--- config.mk ---
export PLATFORM = sky130hd
export DESIGN_NAME = serial_cfg_port
export DESIGN_NICKNAME = d
export VERILOG_FILES = /design/src/rtl/scp_pkg.sv /design/src/rtl/scp_sync.sv /design/src/rtl/scp_regbank.sv /design/src/rtl/serial_cfg_port.sv
export SDC_FILE = /design/constraint.sdc
export NUM_CORES = 1
export LEC_CHECK = 0
export CAP_MARGIN = 20
export CORE_AREA = 2 2 126 128
export DETAILED_ROUTE_END_ITERATION = 8
export DIE_AREA = 0 0 128 130
export DONT_BUFFER_PORTS = 1
export GPL_ROUTABILITY_DRIVEN = 0
export SYNTH_ARGS = -nofsm -noshare
export SYNTH_HDL_FRONTEND = slang
export SYNTH_SLANG_ARGS = --single-unit
--- constraint.sdc ---
create_clock -name clk -period 6.01 [get_ports clk]
set_input_delay 1.803 -clock clk [delete_from_list [all_inputs] [get_ports clk]]
set_output_delay 1.803 -clock clk [all_outputs]
set_load 0.1 [all_outputs]
--- src/rtl/scp_pkg.sv ---
package scp_pkg;
   typedef enum logic {PH_INSTR = 1'b0, PH_DATA = 1'b1} phase_e;
   localparam int INSTR_RD_BIT = 7;
endpackage

--- src/rtl/scp_sync.sv ---
module scp_sync #(
   parameter int W      = 4,
   parameter int STAGES = 2
) (
   input  logic         clk,
   input  logic         rst_n,
   input  logic [W-1:0] d,
   input  logic [W-1:0] rst_val,
   output logic [W-1:0] q
);
   generate
      if (STAGES == 0) begin : g_pass
         assign q = d;
      end else begin : g_chain
         logic [W-1:0] stg [STAGES];
         always_ff @(posedge clk or negedge rst_n) begin
            if (!rst_n) begin
               for (int i = 0; i < STAGES; i++) stg[i] <= rst_val;
            end else begin
               stg[0] <= d;
               for (int i = 1; i < STAGES; i++) stg[i] <= stg[i-1];
            end
         end
         assign q = stg[STAGES-1];
      end
   endgenerate
endmodule

--- src/rtl/scp_regbank.sv ---
module scp_regbank #(
   parameter int ADDR_W   = 5,
   parameter int DATA_W   = 8,
   parameter int NUM_REGS = 8
) (
   input  logic                       clk,
   input  logic                       rst_n,
   input  logic                       wr_en,
   input  logic [ADDR_W-1:0]          wr_addr,
   input  logic [DATA_W-1:0]          wr_data,
   input  logic [ADDR_W-1:0]          rd_addr,
   output logic [DATA_W-1:0]          rd_data,
   output logic [NUM_REGS*DATA_W-1:0] bank_q
);
   genvar gi;
   generate
      for (gi = 0; gi < NUM_REGS; gi++) begin : g_reg
         logic [DATA_W-1:0] r;
         always_ff @(posedge clk or negedge rst_n) begin
            if (!rst_n) r <= '0;
            else if (wr_en && (int'(wr_addr) == gi)) r <= wr_data;
         end
         assign bank_q[gi*DATA_W +: DATA_W] = r;
      end
   endgenerate

   always_comb begin
      rd_data = '0;
      if (int'(rd_addr) < NUM_REGS) rd_data = bank_q[int'(rd_addr)*DATA_W +: DATA_W];
   end
endmodule

--- src/rtl/serial_cfg_port.sv ---
module serial_cfg_port #(
   parameter int ADDR_W      = 5,
   parameter int DATA_W      = 8,
   parameter int NUM_REGS    = 8,
   parameter int SYNC_STAGES = 2,
   parameter int MODE_REG    = 0,
   parameter int MODE_BIT    = 7
) (
   input  logic                       clk,
   input  logic                       rst_n,
   input  logic                       cs_n,
   input  logic                       sclk,
   input  logic                       sdio_in,
   input  logic                       sync_abort,
   output logic                       sdio_out,
   output logic                       sdio_oe,
   output logic                       sdo_out,
   output logic                       sdo_oe,
   output logic [NUM_REGS*DATA_W-1:0] reg_q
);
   import scp_pkg::*;

   localparam int CNT_W = $clog2(DATA_W);
   localparam logic [CNT_W-1:0] LAST = CNT_W'(DATA_W - 1);

   if (DATA_W < ADDR_W + 1 || DATA_W <= INSTR_RD_BIT) begin : g_bad_width
      $error("serial_cfg_port: DATA_W too small for instruction format");
   end
   if (NUM_REGS < 1 || NUM_REGS > (1 << ADDR_W)) begin : g_bad_depth
      $error("serial_cfg_port: NUM_REGS out of address range");
   end
   if (MODE_REG >= NUM_REGS || MODE_BIT >= DATA_W) begin : g_bad_mode
      $error("serial_cfg_port: mode bit outside register bank");
   end

   // synchronised pins: {cs, sclk, data, sync}
   logic [3:0] pins_s;
   scp_sync #(.W(4), .STAGES(SYNC_STAGES)) u_sync (
      .clk(clk), .rst_n(rst_n),
      .d({cs_n, sclk, sdio_in, sync_abort}),
      .rst_val(4'b1000),
      .q(pins_s)
   );
   logic cs_s, sclk_s, din_s, sync_s;
   assign {cs_s, sclk_s, din_s, sync_s} = pins_s;

   logic              sclk_d;
   logic              rise, fall, abort;
   phase_e            phase;
   logic [CNT_W-1:0]  cnt;
   logic [DATA_W-1:0] sh_in, out_sh, nxt, rdata;
   logic              is_rd, rd_drv, wr_en, mode_in_only;
   logic [ADDR_W-1:0] addr;

   assign abort = cs_s | sync_s;
   assign rise  = !cs_s && sclk_s && !sclk_d;
   assign fall  = !cs_s && !sclk_s && sclk_d;
   assign nxt   = {sh_in[DATA_W-2:0], din_s};
   assign wr_en = rise && !abort && (phase == PH_DATA) && !is_rd && (cnt == LAST);

   scp_regbank #(.ADDR_W(ADDR_W), .DATA_W(DATA_W), .NUM_REGS(NUM_REGS)) u_bank (
      .clk(clk), .rst_n(rst_n),
      .wr_en(wr_en), .wr_addr(addr), .wr_data(nxt),
      .rd_addr(addr), .rd_data(rdata),
      .bank_q(reg_q)
   );

   assign mode_in_only = reg_q[MODE_REG*DATA_W + MODE_BIT];

   always_ff @(posedge clk or negedge rst_n) begin
      if (!rst_n) begin
         sclk_d <= 1'b0;
         phase  <= PH_INSTR;
         cnt    <= '0;
         sh_in  <= '0;
         out_sh <= '0;
         is_rd  <= 1'b0;
         rd_drv <= 1'b0;
         addr   <= '0;
      end else begin
         sclk_d <= sclk_s;
         if (abort) begin
            phase  <= PH_INSTR;
            cnt    <= '0;
            rd_drv <= 1'b0;
         end else begin
            if (rise) begin
               sh_in <= nxt;
               cnt   <= (cnt == LAST) ? '0 : cnt + 1'b1;
               if (cnt == LAST) begin
                  if (phase == PH_INSTR) begin
                     is_rd <= nxt[INSTR_RD_BIT];
                     addr  <= nxt[ADDR_W-1:0];
                     phase <= PH_DATA;
                  end else begin
                     addr <= addr + 1'b1;
                  end
               end
            end
            if (fall && phase == PH_DATA && is_rd) begin
               rd_drv <= 1'b1;
               out_sh <= (cnt == '0) ? rdata : {out_sh[DATA_W-2:0], 1'b0};
            end
         end
      end
   end

   assign sdio_out = out_sh[DATA_W-1];
   assign sdo_out  = out_sh[DATA_W-1];
   assign sdio_oe  = rd_drv && !mode_in_only;
   assign sdo_oe   = rd_drv && mode_in_only;
endmodule

### Yosys cells after proc, flatten, opt, wreduce, memory -nomap -nowiden

Index checks and enable logic that the tools add are counted.

* bitwise gates (word level): 3
* add/subtract/negate cells: 2
* reduce and logical (&&, ||, !) cells: 36
* magnitude comparators: 1
* equality and inequality tests: 8
* shift operators: 1
* multipliers: 0
* mux-type cells: 11
* divide/modulo/power cells: 0

Operator list (number)
* $shiftx A64 B9 Y8: 1
* $eq A5 B4 Y1 const B: 4
* $logic_and A1 B1 Y1: 20
* $mux W8: 2
* $eq A5 B3 Y1 const B: 2
* $mux W3: 3
* $logic_not A1 Y1: 6
* $reduce_and A2 Y1: 3
* $reduce_bool A2 Y1: 3
* $add A5 B1 Y5 const B: 1
* $eq A5 B2 Y1 const B: 1
* $logic_not A5 Y1: 1
* $lt A5 B4 Y1 const B: 1
* $mux W1: 5
* $mux W5: 1
* $reduce_and A4 Y1: 1
* $add A3 B1 Y3 const B: 1
* $eq A3 B3 Y1 const B: 1
* $logic_not A3 Y1: 1
* $reduce_and A3 Y1: 1
* $not A1 Y1: 2
* $or A1 B1 Y1: 1

* memories: 0
* latch bits: 0
* output and inout bits: 68
* memory bits (read-only): 0
* bits in registers: 99
* bits of input ports: 6
* bits in writable memories: 0

### Depth between registers and ports, before layout

* depth after elaboration: 8
* mapped depth: 7

### Least setup slack after synthesis

Ideal clock, no wire load.

* path kind: reg2out
* start: register u_bank.g_reg[0].r[7]
* end: output port sdio_oe
* data required time: 4.207 ns
* slack: 1.972 ns
* buffers on the path: 0
* cell stages (with the launch flop): 2
* arrival time: 2.235 ns
* cells stage by stage: dfrtp_1 > nor2b_1

* cells in the longest elaborated chain, start to end: 2

Ends and longest elaborated chain
* start, declared: line scp_regbank.sv:18 `logic [DATA_W-1:0] r;`
* $logic_not A1 Y1: line serial_cfg_port.sv:110 `assign sdio_oe = rd_drv && !mode_in_only;`
* $logic_and A1 B1 Y1: line serial_cfg_port.sv:110
* end, declared: line serial_cfg_port.sv:16 `output logic sdio_oe,`

No other way between the ends.

### Worst setup path after layout

* start: register u_bank.g_reg[0].r[7]
* end: output port sdo_oe

* cells in the longest elaborated chain, start to end: 1

Ends and longest elaborated chain
* $logic_and A1 B1 Y1: line serial_cfg_port.sv:111 `assign sdo_oe = rd_drv && mode_in_only;`
* end, declared: line serial_cfg_port.sv:18 `output logic sdo_oe,`

No other way between the ends.

==> flow_summary.toml <==
[worst_hold_path]
whs_path_depth = 0
min_path_type = "flip-flop to flip-flop"

[synthesis]
netlist_instances = 339
synth_cell_types = 34
syn_area_sq_mm = 0.004512
ys.warnings.count = 0
syn_nets = 352
synth_seq_cells = 99
yosysSeqAreaShare_pct = 54.96
avgSynthCellArea_sq_um = 13.31

[clock_network]
cts_buffers = 9
clkLatencyLatePin_ns = 0.35
cts_buffer_depth = 2
postCtsSetupBuffers = 0
holdBufCountCts = 0
ctsResizeCount = 0
path_clk_slew_ns = 0.07
cts-root-buf = "clkbuf_16"
clock-sinks = 99
h-tree-depth = 3
cts_tree = "built"

[sta]
hold_viol = 0
fmax_mhz = 248.7
skew_ns = 0.008496
slew_headroom_pct = 27.83
fin_crit_ns = 4.021
finalSetupTns_ns = 0
fin_crit_sh_pct = 66.91
grt_setup_unrepaired = "no"
setup_violations = 0
worst_slew_pin_slew_ns = 1.083
hold-worst-slack_ns = 0.3515
final_max_slew_viol_count = 0

[die]
io_pins = 74
rows = 46
die_y_um = 130
initial_utilization_pct = 29.25
die-area_sq_mm = 0.01664
core_area_sq_mm = 0.01542
die_x_um = 128

[critical_path]
critPathMaxStageDelay_ns = 0.99
slowest_stage = "dfrtp_1"
crit_chain = "and2_1"
path_delay_family = "flip-flops"
path_max_fanout = 5
startpoint_type = "flip-flop"
worst-path-stages = 1
cp-endpoint = "sdo_oe"
r2r_cells = 4
r2r_setup_slack_ns = 3.17
reg2reg_from = "u_sync.q[0]"
setup.worst_path.start = "u_bank.g_reg[0].r[7]"
required_ns = 4.21
path_buf_inv = 0
worst_ep_arrival_time_ns = 2.22
r2r_end = "u_bank.g_reg[7].r[5]"
critical_path_class = "flip-flop to output pin"
crit_path_end_kind = "output pin"

[finish]
drive_above_1_share_pct = 33.43
area_growth_pct = 10.51
fin_area_sq_mm = 0.004986
nets = 343
fin_cells = 527
n_antenna_cell = 0

[power]
p_per_area_mw_per_mm2 = 261.5
seqPwrFrac_pct = 54.1
power.internal_uw = 989.5
leakagePower_nw = 2.346
pwr-share-clk_pct = 44.7
vdd_ir_drop_max_v = 0.0001902
p_comb_share_pct = 1.2
swShare_pct = 24.10
power_switching_uw = 314.2

[routing]
wl_mm = 11.10
wl_per_cell_um = 21.07
drt_iter0_drc = 172
viasPerCell = 5.042
drcViolationCount = 0
vias = 2657
ant_nets = 0
drtPass1Iterations = 4

[grt]
grt_use_total_pct = 13.94
grt_pass1_vias = 2753
overflow = 0
grt_max_degree = 100
grt_pass1_wl_mm = 16.99
antenna_found_initial = 0

[placed_design]
dp_hpwl_mm = 7.625
dp_cells = 511
postPlaceCellArea_sq_mm = 0.004681
portBuffers = 0

[outcome]
status = "completed"

[run]
drv_cap = 0
cell type report:
class / count / area, sq um
Fill cell: 1531 / 10440
Inverter: 6 / 22.52
Clock inverter: 6 / 66.31
Tap cell: 192 / 240.2
Multi-Input combinational cell: 212 / 1922
Clock buffer: 10 / 239.0
Sequential cell: 99 / 2481
Timing Repair Buffer: 2 / 15.01
routing by layer:
| metal | track usage (%) | routed length [um] |
|---|---|---|
| met5 | 0 | 0 |
| met2 | 22.87 | 5416 |
| met4 | 3.103 | 102 |
| met1 | 17.39 | 4812 |
| met3 | 5.740 | 770 |
stage by stage:
stage	utilization, %	power [mW]	worst slack, ns
after floorplan	-	0.7216	1.972
after global placement	30.35	0.7323	2.359
after detailed placement	30.35	0.7345	2.351
after CTS	32.32	1.323	1.969
after global routing	32.32	1.352	1.932
final	32.32	1.304	1.989
power groups by stage:
stage	Sequential [mW]	Combinational, mW	Clock [mW]
5_1_grt	0.710	0.0178	0.624
4_1_cts	0.707	0.0152	0.601
3_5_place_dp	0.720	0.0150	0
6_report	0.706	0.0151	0.583
2_1_floorplan	0.696	0.0254	0
3_3_place_gp	0.718	0.0143	0
registers in the layout, indices dropped and copies added (netlist names):
| name | count |
|---|---|
| sh_in | 7 |
| addr | 5 |
| out_sh | 8 |
| sclk_d | 1 |
| u_bank.g.r | 64 |
| u_sync.g_chain.stg | 4 |
| rd_drv | 1 |
| is_rd | 1 |
| cnt | 3 |
| phase | 1 |
| u_sync.q | 4 |
logic make-up after synthesis:
kind of cell	share of synthesized area, %
AOI/OAI and AO/OA	3.217
adders and majority gates	1.941
buffers and inverters	2.496
DFF	54.96
muxes	25.32
and+or+nand+nor	12.06
placed cells by master, fill, tap and decap left out, types with 2 or more instances in the layout:
master	instances
dfrtp_1	96
mux2_2	65
nand2_1	39
mux4_2	16
nor2b_1	13
nor2_1	10
clkbuf_16	9
and2_1	8
o21ai_0	8
o221ai_1	7
ha_1	7
inv_1	6
nand4_2	5
mux2i_1	5
nor3_1	4
a21oi_1	3
nand4_1	3
nand3_2	3
inv_8	3
nand2b_1	2
and3_1	2
o22ai_1	2
buf_4	2
dfstp_2	2
synthesized netlist by cell type, drive strengths merged:
cell type	count	area, sq um
a21o	1	7.510
a21oi	3	15.01
and2	8	50.05
and3	2	12.51
buf	7	33.78
clkbuf	15	56.30
dfrtp	97	2427
dfstp	2	52.55
ha	7	87.58
inv	6	22.52
mux2	65	732.0
mux2i	5	50.05
mux4	16	360.4
nand2	39	146.4
nand2b	2	12.51
nand3	4	35.03
nand3b	1	7.510
nand4	8	81.33
nor2	10	37.54
nor2b	14	87.58
nor3	4	20.02
nor4	1	21.27
nor4b	1	8.760
o21ai	8	40.04
o221ai	7	61.31
o22ai	2	12.51
o2bb2ai	1	8.760
or3	1	6.260
or4	1	7.510
or4b	1	10.01
how the worst min path moves through the flow:
stage	slack (ns)	startpoint	end
final	0.35	u_sync.g_chain.stg[6]	u_sync.q[2]
after CTS	0.35	u_sync.g_chain.stg[6]	u_sync.q[2]
after global routing	0.37	u_sync.g_chain.stg[4]	u_sync.q[0]
after global placement	0.34	u_sync.g_chain.stg[5]	u_sync.q[1]
after detailed placement	0.33	u_sync.g_chain.stg[6]	u_sync.q[2]
after floorplan	0.33	u_sync.g_chain.stg[4]	u_sync.q[0]
Power figures use the tool's default switching activity.
